`config.mk`:
```
export PLATFORM = sky130hd
export DESIGN_NAME = pstate_seq
export DESIGN_NICKNAME = d
export VERILOG_FILES = /design/src/rtl/pstate_pkg.sv /design/src/rtl/pstate_hold.sv /design/src/rtl/pstate_timer.sv /design/src/rtl/pstate_fsm.sv /design/src/rtl/pstate_seq.sv
export SDC_FILE = /design/constraint.sdc
export NUM_CORES = 1
export LEC_CHECK = 0
export BUFFER_PORTS_ARGS = -buffer_cell sky130_fd_sc_hd__buf_2
export CORE_MARGIN = 5
export CORE_UTILIZATION = 40
export DETAILED_ROUTE_END_ITERATION = 10
export PLACE_DENSITY = 0.59
export SYNTH_ARGS = -nofsm -noshare
export SYNTH_HDL_FRONTEND = slang
export SYNTH_SLANG_ARGS = --single-unit
```
`constraint.sdc`:
```
create_clock -name clk -period 3.51 [get_ports clk]
set_clock_uncertainty 0.05 [all_clocks]
set_input_delay 0.702 -clock clk [delete_from_list [all_inputs] [get_ports clk]]
set_output_delay 0.702 -clock clk [all_outputs]
set_load 0.02 [all_outputs]
```
`src/rtl/pstate_pkg.sv`:
```
package pstate_pkg;

    localparam int PS_COUNT = 8;
    localparam int PS_IDX_W = $clog2(PS_COUNT);
    localparam int VCODE_W  = 8;
    localparam int FCODE_W  = 8;
    localparam int V_TOP    = 200;
    localparam int V_STEP   = 12;
    localparam int F_TOP    = 240;
    localparam int F_STEP   = 25;

    typedef logic [PS_IDX_W-1:0] ps_idx_t;
    typedef logic [VCODE_W-1:0]  vcode_t;
    typedef logic [FCODE_W-1:0]  fcode_t;

    typedef struct packed {
        vcode_t vcode;
        fcode_t fcode;
    } vf_pair_t;

    typedef enum logic [2:0] {
        SQ_IDLE,
        SQ_A_REQ,
        SQ_A_SETTLE,
        SQ_B_REQ,
        SQ_B_SETTLE,
        SQ_FAULT
    } sq_state_t;

    localparam ps_idx_t PS_SLOWEST = ps_idx_t'(PS_COUNT - 1);

    function automatic vf_pair_t pair_of(ps_idx_t idx);
        vf_pair_t p;
        int v;
        int f;
        v = V_TOP - V_STEP * int'(idx);
        f = F_TOP - F_STEP * int'(idx);
        p.vcode = v[VCODE_W-1:0];
        p.fcode = f[FCODE_W-1:0];
        return p;
    endfunction

    function automatic ps_idx_t clamp_idx(ps_idx_t want, ps_idx_t ceiling);
        return (want < ceiling) ? ceiling : want;
    endfunction

    function automatic logic legal_vcode(vcode_t c);
        logic hit;
        hit = 1'b0;
        for (int i = 0; i < PS_COUNT; i++)
            if (pair_of(ps_idx_t'(i)).vcode == c) hit = 1'b1;
        return hit;
    endfunction

    function automatic logic legal_fcode(fcode_t c);
        logic hit;
        hit = 1'b0;
        for (int i = 0; i < PS_COUNT; i++)
            if (pair_of(ps_idx_t'(i)).fcode == c) hit = 1'b1;
        return hit;
    endfunction

endpackage

```
`src/rtl/pstate_hold.sv`:
```
module pstate_hold
    import pstate_pkg::*;
(
    input  logic    clk,
    input  logic    rst,
    input  logic    req_valid,
    input  ps_idx_t req_idx,
    input  logic    take,
    output logic    pend_vld,
    output ps_idx_t pend_idx
);
    // newest strobe overwrites any held target
    always_ff @(posedge clk) begin
        if (rst) begin
            pend_vld <= 1'b0;
            pend_idx <= PS_SLOWEST;
        end else if (req_valid) begin
            pend_vld <= 1'b1;
            pend_idx <= req_idx;
        end else if (take) begin
            pend_vld <= 1'b0;
        end
    end
endmodule

```
`src/rtl/pstate_timer.sv`:
```
module pstate_timer #(
    parameter int SETTLE_CYC  = 16,
    parameter int TIMEOUT_CYC = 64
) (
    input  logic clk,
    input  logic rst,
    input  logic clr,
    output logic settle_hit,
    output logic timeout_hit
);
    localparam int LIMIT = (SETTLE_CYC > TIMEOUT_CYC) ? SETTLE_CYC : TIMEOUT_CYC;
    localparam int CNT_W = $clog2(LIMIT + 1);
    localparam logic [CNT_W-1:0] SET_LAST = CNT_W'(SETTLE_CYC - 1);
    localparam logic [CNT_W-1:0] TMO_LAST = CNT_W'(TIMEOUT_CYC - 1);
    localparam logic [CNT_W-1:0] SAT      = CNT_W'(LIMIT);

    logic [CNT_W-1:0] cnt;

    always_ff @(posedge clk) begin
        if (rst || clr)     cnt <= '0;
        else if (cnt != SAT) cnt <= cnt + 1'b1;
    end

    assign settle_hit  = (cnt == SET_LAST);
    assign timeout_hit = (cnt == TMO_LAST);
endmodule

```
`src/rtl/pstate_fsm.sv`:
```
module pstate_fsm
    import pstate_pkg::*;
(
    input  logic    clk,
    input  logic    rst,
    input  logic    pend_vld,
    input  ps_idx_t pend_idx,
    input  ps_idx_t therm_cap,
    input  logic    vreg_ack,
    input  logic    clkgen_ack,
    input  logic    settle_hit,
    input  logic    timeout_hit,
    output logic    take,
    output logic    timer_clr,
    output logic    vreg_req,
    output vcode_t  vreg_code,
    output logic    clkgen_req,
    output fcode_t  clkgen_code,
    output ps_idx_t cur_state,
    output logic    busy,
    output logic    done,
    output logic    err
);
    sq_state_t st, nxt;
    ps_idx_t   cur_q, tgt_q, tgt_n;
    logic      up_q, up_n;
    logic      same_hit, finish, v_step, step_ack;
    vf_pair_t  tgt_pair;

    // speeding up: voltage leads; slowing down: clock leads
    assign v_step   = (st == SQ_A_REQ || st == SQ_A_SETTLE) ? up_q : !up_q;
    assign step_ack = v_step ? vreg_ack : clkgen_ack;
    assign finish   = (st == SQ_B_SETTLE) && settle_hit;

    always_comb begin
        nxt      = st;
        take     = 1'b0;
        same_hit = 1'b0;
        tgt_n    = tgt_q;
        up_n     = up_q;
        unique case (st)
            SQ_IDLE: begin
                if (pend_vld) begin
                    take  = 1'b1;
                    tgt_n = clamp_idx(pend_idx, therm_cap);
                    if (tgt_n == cur_q) begin
                        same_hit = 1'b1;
                    end else begin
                        nxt  = SQ_A_REQ;
                        up_n = (tgt_n < cur_q);
                    end
                end else if (cur_q < therm_cap) begin
                    tgt_n = therm_cap;
                    up_n  = 1'b0;
                    nxt   = SQ_A_REQ;
                end
            end
            SQ_A_REQ: begin
                if (step_ack)         nxt = SQ_A_SETTLE;
                else if (timeout_hit) nxt = SQ_FAULT;
            end
            SQ_A_SETTLE: if (settle_hit) nxt = SQ_B_REQ;
            SQ_B_REQ: begin
                if (step_ack)         nxt = SQ_B_SETTLE;
                else if (timeout_hit) nxt = SQ_FAULT;
            end
            SQ_B_SETTLE: if (settle_hit) nxt = SQ_IDLE;
            SQ_FAULT:    nxt = SQ_FAULT;
            default:     nxt = SQ_IDLE;
        endcase
    end

    assign timer_clr = (nxt != st);

    always_ff @(posedge clk) begin
        if (rst) begin
            st    <= SQ_IDLE;
            cur_q <= PS_SLOWEST;
            tgt_q <= PS_SLOWEST;
            up_q  <= 1'b0;
            done  <= 1'b0;
        end else begin
            st    <= nxt;
            tgt_q <= tgt_n;
            up_q  <= up_n;
            done  <= same_hit || finish;
            if (finish) cur_q <= tgt_q;
        end
    end

    assign tgt_pair    = pair_of(tgt_q);
    assign vreg_code   = tgt_pair.vcode;
    assign clkgen_code = tgt_pair.fcode;
    assign vreg_req    = ((st == SQ_A_REQ) && up_q) || ((st == SQ_B_REQ) && !up_q);
    assign clkgen_req  = ((st == SQ_A_REQ) && !up_q) || ((st == SQ_B_REQ) && up_q);
    assign cur_state   = cur_q;
    assign busy        = (st != SQ_IDLE) && (st != SQ_FAULT);
    assign err         = (st == SQ_FAULT);
endmodule

```
`src/rtl/pstate_seq.sv`:
```
module pstate_seq
    import pstate_pkg::*;
#(
    parameter int SETTLE_CYC  = 16,
    parameter int TIMEOUT_CYC = 64
) (
    input  logic                clk,
    input  logic                rst,
    input  logic                req_valid,
    input  logic [PS_IDX_W-1:0] req_idx,
    input  logic [PS_IDX_W-1:0] therm_cap,
    output logic                vreg_req,
    output logic [VCODE_W-1:0]  vreg_code,
    input  logic                vreg_ack,
    output logic                clkgen_req,
    output logic [FCODE_W-1:0]  clkgen_code,
    input  logic                clkgen_ack,
    output logic [PS_IDX_W-1:0] cur_state,
    output logic                busy,
    output logic                done,
    output logic                err
);
    logic    take, pend_vld, timer_clr, settle_hit, timeout_hit;
    ps_idx_t pend_idx;

    pstate_hold u_hold (
        .clk       (clk),
        .rst       (rst),
        .req_valid (req_valid),
        .req_idx   (req_idx),
        .take      (take),
        .pend_vld  (pend_vld),
        .pend_idx  (pend_idx)
    );

    pstate_timer #(
        .SETTLE_CYC  (SETTLE_CYC),
        .TIMEOUT_CYC (TIMEOUT_CYC)
    ) u_timer (
        .clk         (clk),
        .rst         (rst),
        .clr         (timer_clr),
        .settle_hit  (settle_hit),
        .timeout_hit (timeout_hit)
    );

    pstate_fsm u_fsm (
        .clk         (clk),
        .rst         (rst),
        .pend_vld    (pend_vld),
        .pend_idx    (pend_idx),
        .therm_cap   (therm_cap),
        .vreg_ack    (vreg_ack),
        .clkgen_ack  (clkgen_ack),
        .settle_hit  (settle_hit),
        .timeout_hit (timeout_hit),
        .take        (take),
        .timer_clr   (timer_clr),
        .vreg_req    (vreg_req),
        .vreg_code   (vreg_code),
        .clkgen_req  (clkgen_req),
        .clkgen_code (clkgen_code),
        .cur_state   (cur_state),
        .busy        (busy),
        .done        (done),
        .err         (err)
    );
endmodule

```
==> qor.tcl <==
set qor(maxSlewHeadroom_pct) 61.5
set qor(pin_count) 35
set qor(synthDominantAreaCellType) {dfxtp_1}
set qor(cp_data_arrival_time_ns) 2.48
set qor(route.layer.met1.wl_um) 1860
set qor(syn_inst) 221
set qor(tritoncts) {built}
set qor(yosys_reg_bits) 22
set qor(start_kind) {flip-flop}
set qor(place.port_buffers) 32
set qor(clock_buffers_created_by_tritoncts) 3
set qor(via_to_cell_ratio) 5.05
set qor(finish.net_count) 283
set qor(worst-endpoint-required_ns) 2.76
set qor(ys.warnings.count) 0
set qor(antenna-diode-count) 0
set qor(cts_max_path_buffers) 2
set qor(hold_fix_buffers_at_cts) 0
set qor(globalRouteOverflowTotal) 0
set qor(area_growth_syn_to_layout_pct) 12.3
set qor(top_layer) {met4}
set qor(initial_antenna_violation_count) 0
set qor(crit_chain) {inv_1 -> ha_1 -> inv_1 -> ha_1 -> nor2_1 -> a211oi_1 -> o21ai_0 -> a31oi_1 -> xnor2_1 -> buf_2}
set qor(most_common_cell_in_the_synthesized_netlist) {nand2_1}
set qor(place.gp.congestion) 0.858
set qor(path_max_fanout) 8
set qor(cts.reportedPaths.clkPinSlew_ns) 0.08
set qor(wl_met3_um) 186
set qor(regToRegStartpoint) {u_hold.pend_idx[2]}
set qor(static-leakage-power_nw) 0.937
set qor(route.final.wire_length_um) 3760
set qor(area_fraction_in_compound_gates_after_synthesis_pct) 14.8
set qor(synthArstFlopShare_pct) 0
set qor(grt_pass1_wl_um) 6310
set qor(end_kind) {output pin}
set qor(final_critical_path_share_of_the_clock_period_pct) 92.1
set qor(grt_setup_unrepaired) {false}
set qor(post-synth-top-area-fraction_pct) 24.3
set qor(placement.cell_area_um2) 1960
set qor(totalNegativeSetupSlack_ns) 0
set qor(drcViolationCount) 0
set qor(postCtsResizedCells) 0
set qor(reg2reg_to) {u_timer.cnt[0]}
set qor(post_synth_instance_area_um2) 1810
set qor(num_rows) 24
set qor(synth_simple_gate_area_share_pct) 24.1
set qor(tightest_slew_ns) 0.576
set qor(worstHoldPathCells) 2
set qor(post-route-min-period_ns) 3.23
set qor(yosys.cell_types.count) 48
set qor(final_layout_size_suffix_gt1_share_pct) 18.5
set qor(synth_mux_area_share_pct) 3.59
set qor(holdCritPathClass) {flip-flop to flip-flop}
set qor(cts_setup_buffers) 0
set qor(synth_flop_cell) {dfxtp_1}
set qor(fp.coreArea_um2) 4380
set qor(route.detailed.wl_per_inst_um) 12.5
set qor(fp.dieH_um) 77.3
set qor(cts.sink_count) 22
set qor(groute.usage.overall_pct) 12.4
set qor(h_tree_depth) 1
set qor(cellPowerDensity_nw_per_um2) 677
set qor(worstSetupStartpoint) {u_fsm.tgt_q[1]}
set qor(drt_first_iter_violations) 53
set qor(grt_max_degree) 18
set qor(timing.critical_path.slowest_cell_delay_ns) 0.52
set qor(synth_top_family_by_area) {simple AND/OR/NAND/NOR gates}
set qor(class_of_the_most_critical_setup_path) {flip-flop to output pin}
set qor(yosysSeqAreaShare_pct) 24.3
set qor(synth_xor_xnor_area_share_pct) 7.73
set qor(vias_in_the_first_global_route) 1417
set qor(hold-path-endpoint) {u_hold.pend_idx[2]}
set qor(clock_insertion_delay_worst_skew_ns) 0.27
set qor(outcome) {complete, no violations}
set qor(dr_total_vias) 1514
set qor(die_width_um) 77.3
set qor(timing.reg2reg.worst_path_depth) 10
set qor(synthTopCellsByCount) {nand2_1, dfxtp_1, ha_1}
set qor(setup.reg_to_reg.worst_slack_ns) 0.93
set qor(number_of_antenna_violating_nets_in_the_routed_design) 0
set qor(dp_hpwl_um) 2970
set qor(hold_viol_final) 0
set qor(min-delay-start) {u_hold.pend_idx[2]}
set qor(fin_max_slew_vios) 0
set qor(clock_tree.root_cell) {clkbuf_8}
set qor(met2WireLength_um) 1680
set qor(setup_viol_count_final) 0
set qor(design.die.area_um2) 5980
set qor(synth-edff-count) 0
set qor(vdd.ir_drop.worst_uv) 372
set qor(final_design_area_no_fill_um2) 2040
set qor(yosys.area_share.adder_pct) 16.7
set qor(timing.fmax_mhz) 309
set qor(drtPass1Iterations) 4
set qor(initial_core_utilization_pct) 41.4
set qor(cp_slowest_cell) {dfxtp_1}
set qor(maxCapViolations) 0
set qor(synthTopCellsByArea) {dfxtp_1, ha_1, nand2_1, xnor2_1, xor2_1}
set qor(syn-mean-instance-area_um2) 8.20
[layer usage]
layer / global-route usage, % / up-vias
li1: - / 806
met5: 0 / -
met4: 3.61 / 0
met2: 19.7 / 28
met1: 17.3 / 676
met3: 1.76 / 4
[report_power, final]
group          total [mW]  switching (mW)  internal [mW]
Combinational       0.791           0.481          0.310
Sequential          0.344          0.0648          0.279
Clock               0.243          0.0902          0.152
Total                1.38           0.636          0.742
[cell usage in the layout (no fill, tap or decap), types with 4 or more instances in the layout]
cell type,count
a211oi_1,4
a21oi_1,9
buf_2,32
dfxtp_1,22
ha_1,21
inv_1,17
mux2i_1,4
nand2_1,23
nand2b_1,7
nand3_1,6
nor2_1,16
nor3_1,7
nor4_1,5
o211ai_1,5
o21ai_0,4
o21bai_1,4
o31ai_1,4
xnor2_1,8
xor2_1,8
[worst max-delay path, delay by kind of cell, from the launching register on]
| kind | cells | cell delay (ns) |
|---|---|---|
| adders and majority gates | 2 | 0.45 |
| and+or+nand+nor | 1 | 0.05 |
| buffers and inverters | 3 | 0.49 |
| xor gates and xnor gates | 1 | 0.14 |
| DFF | 1 | 0.52 |
| AOI/OAI and AO/OA | 3 | 0.56 |
[stage by stage]
stage | util [%] | power, mW | cells | worst slack [ns] | hold slack, ns
after floorplan | - | 0.970 | 222 | 0.430 | 0.413
after global placement | 44.8 | 1.15 | 296 | 0.514 | 0.445
after detailed placement | 44.8 | 1.15 | 296 | 0.454 | 0.456
after CTS | 46.4 | 1.40 | 300 | 0.235 | 0.475
after global routing | 46.4 | 1.49 | 300 | 0.0624 | 0.501
final | 46.4 | 1.38 | 300 | 0.278 | 0.467
[sequential cells by signal, indices dropped and copies added (netlist names)]
name / count
u_fsm.up_q: 1
u_fsm.cur_state: 3
u_hold.pend_vld: 1
u_fsm.done: 1
u_hold.pend_idx: 3
u_fsm.st: 3
u_timer.cnt: 7
u_fsm.tgt_q: 3
[cells by family (layout without fill, tap and decap cells)]
group	Yosys count	count (layout)
adders and majority gates	23	23
other	1	2
xor gates and xnor gates	16	16
buffers and inverters	30	56
DFF	22	22
AOI/OAI and AO/OA	39	39
muxes	6	6
and+or+nand+nor	84	84
[worst max-delay path by stage]
stage | endpoint | slack (ns) | cells past startpoint
after floorplan | clkgen_code[6] | 0.43 | 6
after detailed placement | u_timer.cnt[3] | 0.45 | 12
final | clkgen_code[7] | 0.28 | 10
after global routing | clkgen_code[7] | 0.06 | 10
after CTS | clkgen_code[7] | 0.23 | 10
after global placement | u_fsm.st[0] | 0.51 | 11
[cell type report]
| cell class | count | area, um2 |
|---|---|---|
| clock buffers | 3 | 41.3 |
| clock inverters | 1 | 30.0 |
| fillers | 451 | 2350 |
| inverters | 19 | 71.3 |
| multi-input cells | 170 | 1220 |
| flip-flops and latches | 22 | 440 |
| well taps | 52 | 65.1 |
| repair buffers | 33 | 168 |
Power figures use the tool's default switching activity.
